`src/rtl/scan_count_pkg.sv`:
```
package scan_count_pkg;

  // Per-cell operation selected for one clock edge
  typedef enum logic [1:0] {
    OP_CLEAR = 2'd0,
    OP_SHIFT = 2'd1,
    OP_FUNC  = 2'd2
  } cell_op_e;

  // Clear dominates, then shift mode, else the functional next state
  function automatic cell_op_e pick_op(input logic clr, input logic shift_sel);
    if (clr)            return OP_CLEAR;
    else if (shift_sel) return OP_SHIFT;
    else                return OP_FUNC;
  endfunction

endpackage

```
`src/rtl/scan_count_logic.sv`:
```
module scan_count_logic #(
  parameter int WIDTH = 3
) (
  input  logic [WIDTH-1:0] state_i,
  input  logic             en_i,
  output logic [WIDTH-1:0] next_o,
  output logic             carry_o
);

  // AND/XOR ripple: bit i toggles when enable and all lower bits are set
  function automatic logic [WIDTH:0] ripple_step(input logic [WIDTH-1:0] s,
                                                 input logic en);
    logic [WIDTH:0] r;
    logic           c;
    c = en;
    for (int i = 0; i < WIDTH; i++) begin
      r[i] = s[i] ^ c;
      c    = c & s[i];
    end
    r[WIDTH] = c;
    return r;
  endfunction

  logic [WIDTH:0] step_w;

  assign step_w  = ripple_step(state_i, en_i);
  assign next_o  = step_w[WIDTH-1:0];
  assign carry_o = step_w[WIDTH];

endmodule

```
`src/rtl/scan_mux_cell.sv`:
```
module scan_mux_cell
  import scan_count_pkg::*;
(
  input  logic     clk,
  input  cell_op_e op_i,
  input  logic     func_d_i,
  input  logic     scan_d_i,
  output logic     q_o
);

  always_ff @(posedge clk) begin
    unique case (op_i)
      OP_CLEAR: q_o <= 1'b0;
      OP_SHIFT: q_o <= scan_d_i;
      default:  q_o <= func_d_i;
    endcase
  end

endmodule

```
`src/rtl/scan_up_counter.sv`:
```
module scan_up_counter
  import scan_count_pkg::*;
#(
  parameter int WIDTH = 3
) (
  input  logic             clk,
  input  logic             clr,
  input  logic             cnt_en,
  input  logic             shift_en,
  input  logic             shift_in,
  output logic [WIDTH-1:0] count_o,
  output logic             shift_out
);

  localparam int TOP = WIDTH - 1;

  cell_op_e         op_w;
  logic [WIDTH-1:0] func_next_w;
  logic [WIDTH-1:0] scan_next_w;
  logic             carry_w;
  logic             wrap_evt;   // functional count step out of all ones
  logic             shift_evt;  // edge performs a shift

  assign op_w = pick_op(clr, shift_en);

  scan_count_logic #(.WIDTH(WIDTH)) next_i (
    .state_i (count_o),
    .en_i    (cnt_en),
    .next_o  (func_next_w),
    .carry_o (carry_w)
  );

  genvar g;
  generate
    for (g = 0; g < WIDTH; g++) begin : g_cell
      if (g == 0) begin : g_head
        assign scan_next_w[g] = shift_in;
      end else begin : g_link
        assign scan_next_w[g] = count_o[g-1];
      end
      scan_mux_cell cell_i (
        .clk      (clk),
        .op_i     (op_w),
        .func_d_i (func_next_w[g]),
        .scan_d_i (scan_next_w[g]),
        .q_o      (count_o[g])
      );
    end
  endgenerate

  assign shift_out = count_o[TOP];

  assign wrap_evt  = (op_w == OP_FUNC) && carry_w;
  assign shift_evt = (op_w == OP_SHIFT);

  // Assertion qualifiers: state is defined only after a clear has landed
  logic armed_q  = 1'b0;
  logic armed2_q = 1'b0;
  always_ff @(posedge clk) begin
    if (clr) armed_q <= 1'b1;
    armed2_q <= armed_q;
  end

  AST_CLEAR_ZEROES: assert property (@(posedge clk) disable iff (!armed_q)
    clr |=> (count_o == '0));

  AST_COUNT_STEP: assert property (@(posedge clk) disable iff (clr || !armed2_q)
    (!shift_en && cnt_en) |=> (count_o == WIDTH'($past(count_o) + 1'b1)));

  AST_WRAP_ZERO: assert property (@(posedge clk) disable iff (clr || !armed2_q)
    wrap_evt |=> (count_o == '0));

  AST_HOLD_STABLE: assert property (@(posedge clk) disable iff (clr || !armed2_q)
    (!shift_en && !cnt_en) |=> $stable(count_o));

  AST_SHIFT_MOVE: assert property (@(posedge clk) disable iff (clr || !armed2_q)
    shift_evt |=> (count_o == {$past(count_o[TOP-1:0]), $past(shift_in)}));

  AST_TAP_FOLLOWS: assert property (@(posedge clk) disable iff (clr || !armed2_q)
    shift_evt |=> (shift_out == $past(count_o[TOP-1])));

endmodule

```
`config.mk`:
```
export PLATFORM = sky130hd
export DESIGN_NAME = scan_up_counter
export DESIGN_NICKNAME = d
export VERILOG_FILES = /design/src/rtl/scan_count_pkg.sv /design/src/rtl/scan_count_logic.sv /design/src/rtl/scan_mux_cell.sv /design/src/rtl/scan_up_counter.sv
export SDC_FILE = /design/constraint.sdc
export NUM_CORES = 1
export LEC_CHECK = 0
export BUFFER_PORTS_ARGS = -buffer_cell sky130_fd_sc_hd__buf_2
export CORE_AREA = 10 10 47 49
export DETAILED_ROUTE_END_ITERATION = 10
export DIE_AREA = 0 0 57 59
export SYNTH_ARGS = -nofsm -noshare
export SYNTH_HDL_FRONTEND = slang
export SYNTH_SLANG_ARGS = --single-unit
```
`constraint.sdc`:
```
create_clock -name clk -period 1 [get_ports clk]
set_clock_uncertainty 0.05 [all_clocks]
set_input_delay 0.3 -clock clk [delete_from_list [all_inputs] [get_ports clk]]
set_output_delay 0.3 -clock clk [all_outputs]
set_load 0.01 [all_outputs]
```
==> results of run 1 <==
[power by group through the flow]
stage          registers (W)  clock network, W  logic [W]
2_1_floorplan       0.000144                 0  0.0000488
3_3_place_gp        0.000142                 0  0.0000727
3_5_place_dp        0.000144                 0  0.0000739
4_1_cts             0.000143          0.000227   0.000100
5_1_grt             0.000145          0.000242   0.000108
6_report            0.000142          0.000217  0.0000972
[timing repair]
| item | CTS | global route |
|---|---|---|
| endpoints found under the setup margin | 6 | 6 |
| gates resized for setup | 8 | 0 |
| setup buffers | 2 | 0 |
[worst reg2reg max path, cell delays in order, from the launching register on]
cell	delay, ns
dfxtp_2	0.33
ha_4	0.16
ha_4	0.15
xnor2_2	0.12
a211oi_2	0.16
[cells in the final DEF (no fill, tap or decap)]
master | synthesis | routed
clkbuf_4 | 0 | 3
nor2b_1 | 1 | 1
buf_4 | 3 | 2
dfxtp_2 | 0 | 2
nor2_1 | 2 | 2
a211oi_2 | 1 | 1
clkbuf_1 | 0 | 1
mux2i_1 | 2 | 2
xnor2_2 | 0 | 1
buf_6 | 0 | 5
buf_2 | 0 | 4
ha_4 | 0 | 2
inv_1 | 1 | 1
dfxtp_4 | 0 | 1
[worst max path at each step]
stage                     depth (start not counted)                          from  slack (ns)                           end
after CTS                                         2  g_cell[0].cell_i.q_o$_DFF_P_       -0.15                    count_o[0]
after global placement                            5                        cnt_en       -0.14  g_cell[2].cell_i.q_o$_DFF_P_
after global routing                              2  g_cell[0].cell_i.q_o$_DFF_P_       -0.17                    count_o[0]
after floorplan                                   4  g_cell[0].cell_i.q_o$_DFF_P_       -0.02  g_cell[2].cell_i.q_o$_DFF_P_
final                                             2  g_cell[0].cell_i.q_o$_DFF_P_       -0.14                    count_o[0]
after detailed placement                          5                        cnt_en       -0.15  g_cell[2].cell_i.q_o$_DFF_P_
[area by class of cell]
class                      instances  area [µm²]
tap                               16        20.0
inverter                           1        3.75
fill                             156        1080
timing repair buffer              11        91.3
clock buffer                       4        26.3
multi-input combinational          9         113
sequential                         3        66.3
[per-stage QoR]
stage               hold slack, ns  utilization [%]  instance area, µm²  setup TNS (ns)  total power, W
floorplan                    0.315                -                 200         -0.0231        0.000193
global placement             0.452             17.5                 245          -0.249        0.000215
detailed placement           0.449             17.5                 245          -0.270        0.000217
CTS                          0.188             22.9                 320          -0.405        0.000471
global route                 0.190             22.9                 320          -0.564        0.000495
finish                       0.198             22.9                 320          -0.346        0.000457
[routing by layer]
| metal | track usage [%] | wire [µm] | vias to the layer above |
|---|---|---|---|
| met5 | 0 | 0 | - |
| met4 | 5.03 | 21 | 0 |
| met3 | 1.72 | 29 | 2 |
| met2 | 3.57 | 194 | 8 |
| met1 | 2.84 | 170 | 58 |
| li1 | - | - | 75 |
[logic make-up after synthesis]
family,Yosys count
mux,2
xor+xnor,1
flops,3
buf+inv,4
fa+ha+maj,2
simple gates,3
compound gates,1
==> metrics, run 1 <==
Crit path top cell by count buf_6; clk sinks 3; antenna viol nets, final 0; hold endpoint g_cell[2].cell_i.q_o$_DFF_P_; worst-path cell chain buf_6 > buf_6; drt via density 3.25; CTS tree built; clock share of power 47.6%; Psw 0.000114 W; synth cell count leaders 3 x buf_4, 3 x dfxtp_1, 2 x ha_1, 2 x mux2i_1, 2 x nor2_1; critical path's slowest cell dfxtp_2; I/O Buffers 8; WP data required 0.65 ns; CP arrival 0.79 ns; TritonCTS Buffers 3; outcome finished, violations left; hold buffers post-CTS 0; Critical path buffers and inverters 2; Seq pwr share 31.2%; number of nets in the layout 36; Worst Hold Launch clr; Adder-Cell Fraction of Synth Area 15.0%; Rows 14; final WL 416 µm; Final Cycle Share 114%; largest net degree at the start of global routing 5; complex-gate fraction of the synthesized area 7.52%; Crit Reg-Reg Startpoint g_cell[0].cell_i.q_o$_DFF_P_; clk_lat worst skew 0.24 ns; main combinational cell family by area after synthesis buffers and inverters; pre-CTS setup slack -0.150 ns; LEAKAGE 0.142 nW; Placed Cells 38; Crit Path Max Fanout 2; ys flop type dfxtp_1; RSZ-0062 raised after global routing yes; vias in the first global route 160; Avg Cell Area, Syn 10.4 µm²; ant diodes 0; Post-Synth Simple-Gate Area 8.27%; R2R depth 4; CP max stage delay 0.33 ns; Reg2Reg Setup Slack -0.07 ns; Top reg by flops g_cell.cell_i.q_o; Max VDD drop 289 µV; fmax 878 MHz; Min-Delay Path Class primary input to flop; drt pass-1 iters 1; Int Pwr 0.000343 W; height of the die 59 µm; Worst Slack Setup Final -0.139 ns; mux cell area share after synthesis 12.0%; synthesized area 166 µm²; share of cells above drive strength 1 75.0%; Synth Warn # 0; CP Capture Type output pin; remaining global-route overflow 0; Async SR Flop Fraction 0%; largest registers g_cell.cell_i.q_o: 3 flops; Starting DRT DRC Count 0; Non-Filler Instances 44; global-route wire length before repair 703 µm; Initial Util 11.9%; final count of pins violating max slew 0; post-synthesis sequential area ratio 36.1%; failing checks negative setup slack; switching share of total power 25.0%; #FFs+latches synth 3; Top delay family on crit path flip-flops; synthesized netlist net count 23; XOR/XNOR Fraction of Synth Area 5.26%; Die ar. 3360 µm²; RD Place Congestion 0.597; Worst R2R End g_cell[2].cell_i.q_o$_DFF_P_; Gate power share 21.3%; worst slew pin tran 0.117 ns; Clk pin slew, worst setup/hold paths 0.04 ns; WL per Instance 9.45 µm; H-Tree Depth 1; Root Buffer clkbuf_4; area leader, netlist dfxtp_1; pwr dens 1430 nW/µm²; Yosys top cell area share 36.1%; Total GRT Usage 3.02%; Post-route DRC 0; Die X 57 µm; Ports 9; P&R area growth vs syn 92.5%; number of synthesized flops with an enable pin 0; Startpoint Class flop; Setup CP Type flop to output pin; final hold violations 0; min Tclk post-route 1.14 ns; DR vias 143; Largest register FFs 3; Mapped Cells 16; Rel. slew slack 92.0%; hold path cells 2; Final setup viols 6; initial antenna violation count 0; largest cells by area after synthesis dfxtp_1 36%, ha_1 15%, buf_4 14%; MaxCap Viol Count 0; core box area 1400 µm²; maximum clock path buffer count 2; Cell variety after synth 9
Power figures use the tool's default switching activity.
==> run 2: changes to the inputs <==
==> constraint.sdc (replaced) <==
create_clock -name clk -period 0.95 [get_ports clk]
set_clock_uncertainty 0.05 [all_clocks]
set_input_delay 0.285 -clock clk [delete_from_list [all_inputs] [get_ports clk]]
set_output_delay 0.285 -clock clk [all_outputs]
set_load 0.01 [all_outputs]
==> run 2 against run 1 <==
Compared with the run above:
- the run still ends with negative setup slack left
- power grew 3.2%
- final area grew 0.78%
- clock-buffer cell count is the same
==> metrics, run 2 (synthesized netlist as in run 1, its figures left out) <==
Startpoint Class flop; Rows 14 (unchanged); worst slew pin tran 0.122 ns (+0.00560 ns); final WL 392 µm (-5.8%); commonest non-fill, non-tap cell in the layout buf_6; Top reg by flops g_cell.cell_i.q_o; P&R area growth vs syn 94.0%; hold endpoint g_cell[2].cell_i.q_o$_DFF_P_; TritonCTS Buffers 3 (unchanged); Worst R2R End g_cell[2].cell_i.q_o$_DFF_P_; Final Cycle Share 117%; outcome finished, violations left; Clk pin slew, worst setup/hold paths 0.04 ns (about the same); failing checks negative setup slack; Root Buffer clkbuf_4; drt via density 3.39 (+4.2%); WL per Instance 8.91 µm (-5.8%); remaining global-route overflow 0 (unchanged); Crit Path Max Fanout 2 (unchanged); global-route wire length before repair 703 µm (unchanged); Final setup viols 6 (unchanged); hold buffers post-CTS 0 (unchanged); Initial Util 11.9% (unchanged); DR vias 149 (+4.2%); fill cell count 159 (+1.9%); multi-input logic area 113 µm² (unchanged); Rel. slew slack 91.6% (-0.38 points); maximum clock path buffer count 2 (unchanged); H-Tree Depth 1 (unchanged); Ports 9 (unchanged); Post-route DRC 0 (unchanged); Min-Delay Path Class primary input to flop; Register Area 68.8 µm² (+3.8%); hold path cells 2 (unchanged); Max VDD drop 569 µV (+97%); I/O Buffers 8 (unchanged); Die X 57 µm (unchanged); MaxCap Viol Count 0 (unchanged); RSZ-0062 raised after global routing yes; drt pass-1 iters 1 (unchanged); Placed Cells 38 (unchanged); antenna viol nets, final 0 (unchanged); Worst Hold Launch clr; Crit Reg-Reg Startpoint g_cell[0].cell_i.q_o$_DFF_P_; CP arrival 0.78 ns (about the same); Setup CP Type flop to output pin; initial antenna violation count 0 (unchanged); pwr dens 1460 nW/µm² (+2.4%); min Tclk post-route 1.11 ns; R2R depth 4 (unchanged); Total GRT Usage 3.32% (+0.30 points); final hold violations 0 (unchanged); vias in the first global route 159 (-0.63%); RD Place Congestion 0.592 (-0.99%); ant diodes 0 (unchanged); most frequent cells in the layout 5 x buf_6, 4 x buf_2, 3 x clkbuf_4; Worst Slack Setup Final -0.164 ns (-0.0256 ns); height of the die 59 µm (unchanged); core box area 1400 µm² (unchanged); CTS tree built; LEAKAGE 0.142 nW (+0.22%); Die ar. 3360 µm² (unchanged); Non-Filler Instances 44 (unchanged); WP data required 0.61 ns (-0.04 ns); final count of pins violating max slew 0 (unchanged); Starting DRT DRC Count 0 (unchanged); clk_lat worst skew 0.23 ns (about the same); Final Core Density 23.0% (+0.18 points); largest net degree at the start of global routing 5 (unchanged); Largest register FFs 3 (unchanged); CP Capture Type output pin; number of nets in the layout 36 (unchanged); share of cells above drive strength 1 75.0% (unchanged); clk sinks 3 (unchanged); fmax 898 MHz; largest registers g_cell.cell_i.q_o: 3 flops; Reg2Reg Setup Slack -0.11 ns (-0.04 ns)
-- run 2: metrics by stage --
stage                     hold WS [ns]  power [W]  area, µm²  setup slack, ns  TNS (ns)
after floorplan                  0.300   0.000203        200          -0.0814    -0.139
after global placement           0.440   0.000229        245           -0.176    -0.331
after detailed placement         0.438   0.000229        245           -0.179    -0.337
after CTS                        0.185   0.000487        323           -0.174    -0.672
after global routing             0.172   0.000524        323           -0.200    -0.784
final                            0.188   0.000472        323           -0.164    -0.572
-- run 2: how the worst max path moves through the flow --
stage,startpoint,end,slack [ns],cells after the start
final,g_cell[0].cell_i.q_o$_DFF_P_,count_o[0],-0.16,2
after global routing,g_cell[0].cell_i.q_o$_DFF_P_,count_o[0],-0.20,2
after CTS,g_cell[0].cell_i.q_o$_DFF_P_,count_o[0],-0.17,2
after detailed placement,cnt_en,g_cell[2].cell_i.q_o$_DFF_P_,-0.18,5
after global placement,cnt_en,g_cell[2].cell_i.q_o$_DFF_P_,-0.18,5
after floorplan,g_cell[0].cell_i.q_o$_DFF_P_,g_cell[2].cell_i.q_o$_DFF_P_,-0.08,4
-- run 2: timing repair --
action / 4_1_cts / 5_1_grt
resized for setup: 9 / 0
buffers inserted: 2 / 0
pin swaps: 3 / 1
setup endpoints to repair: 6 / 6
-- run 2: report_power, final --
part | internal (W) | switching [W] | leakage (nW) | total [W]
Combinational | 0.0000658 | 0.0000373 | 0.101 | 0.000103
Clock | 0.000157 | 0.0000632 | 0.0150 | 0.000220
Sequential | 0.000137 | 0.0000118 | 0.0264 | 0.000148
Total | 0.000360 | 0.000112 | 0.142 | 0.000472
-- run 2: layout make-up --
cell class	instances	area share, %
repair buffers	11	28.3
inverters	1	1.16
clock buffers	4	8.14
multi-input cells	9	34.9
well taps	16	6.20
flip-flops and latches	3	21.3
-- run 2: worst max-delay path, stage by stage (launching register included) --
cell and delay, ns:
dfxtp_2 0.33, buf_6 0.11, buf_6 0.11
-- run 2: per-layer routing --
layer / vias up / routed length, µm / track usage, %
met4: 0 / 27 / 7.05
met2: 9 / 186 / 3.41
met3: 2 / 42 / 3.22
li1: 74 / - / -
met5: - / 0 / 0
met1: 64 / 136 / 2.25
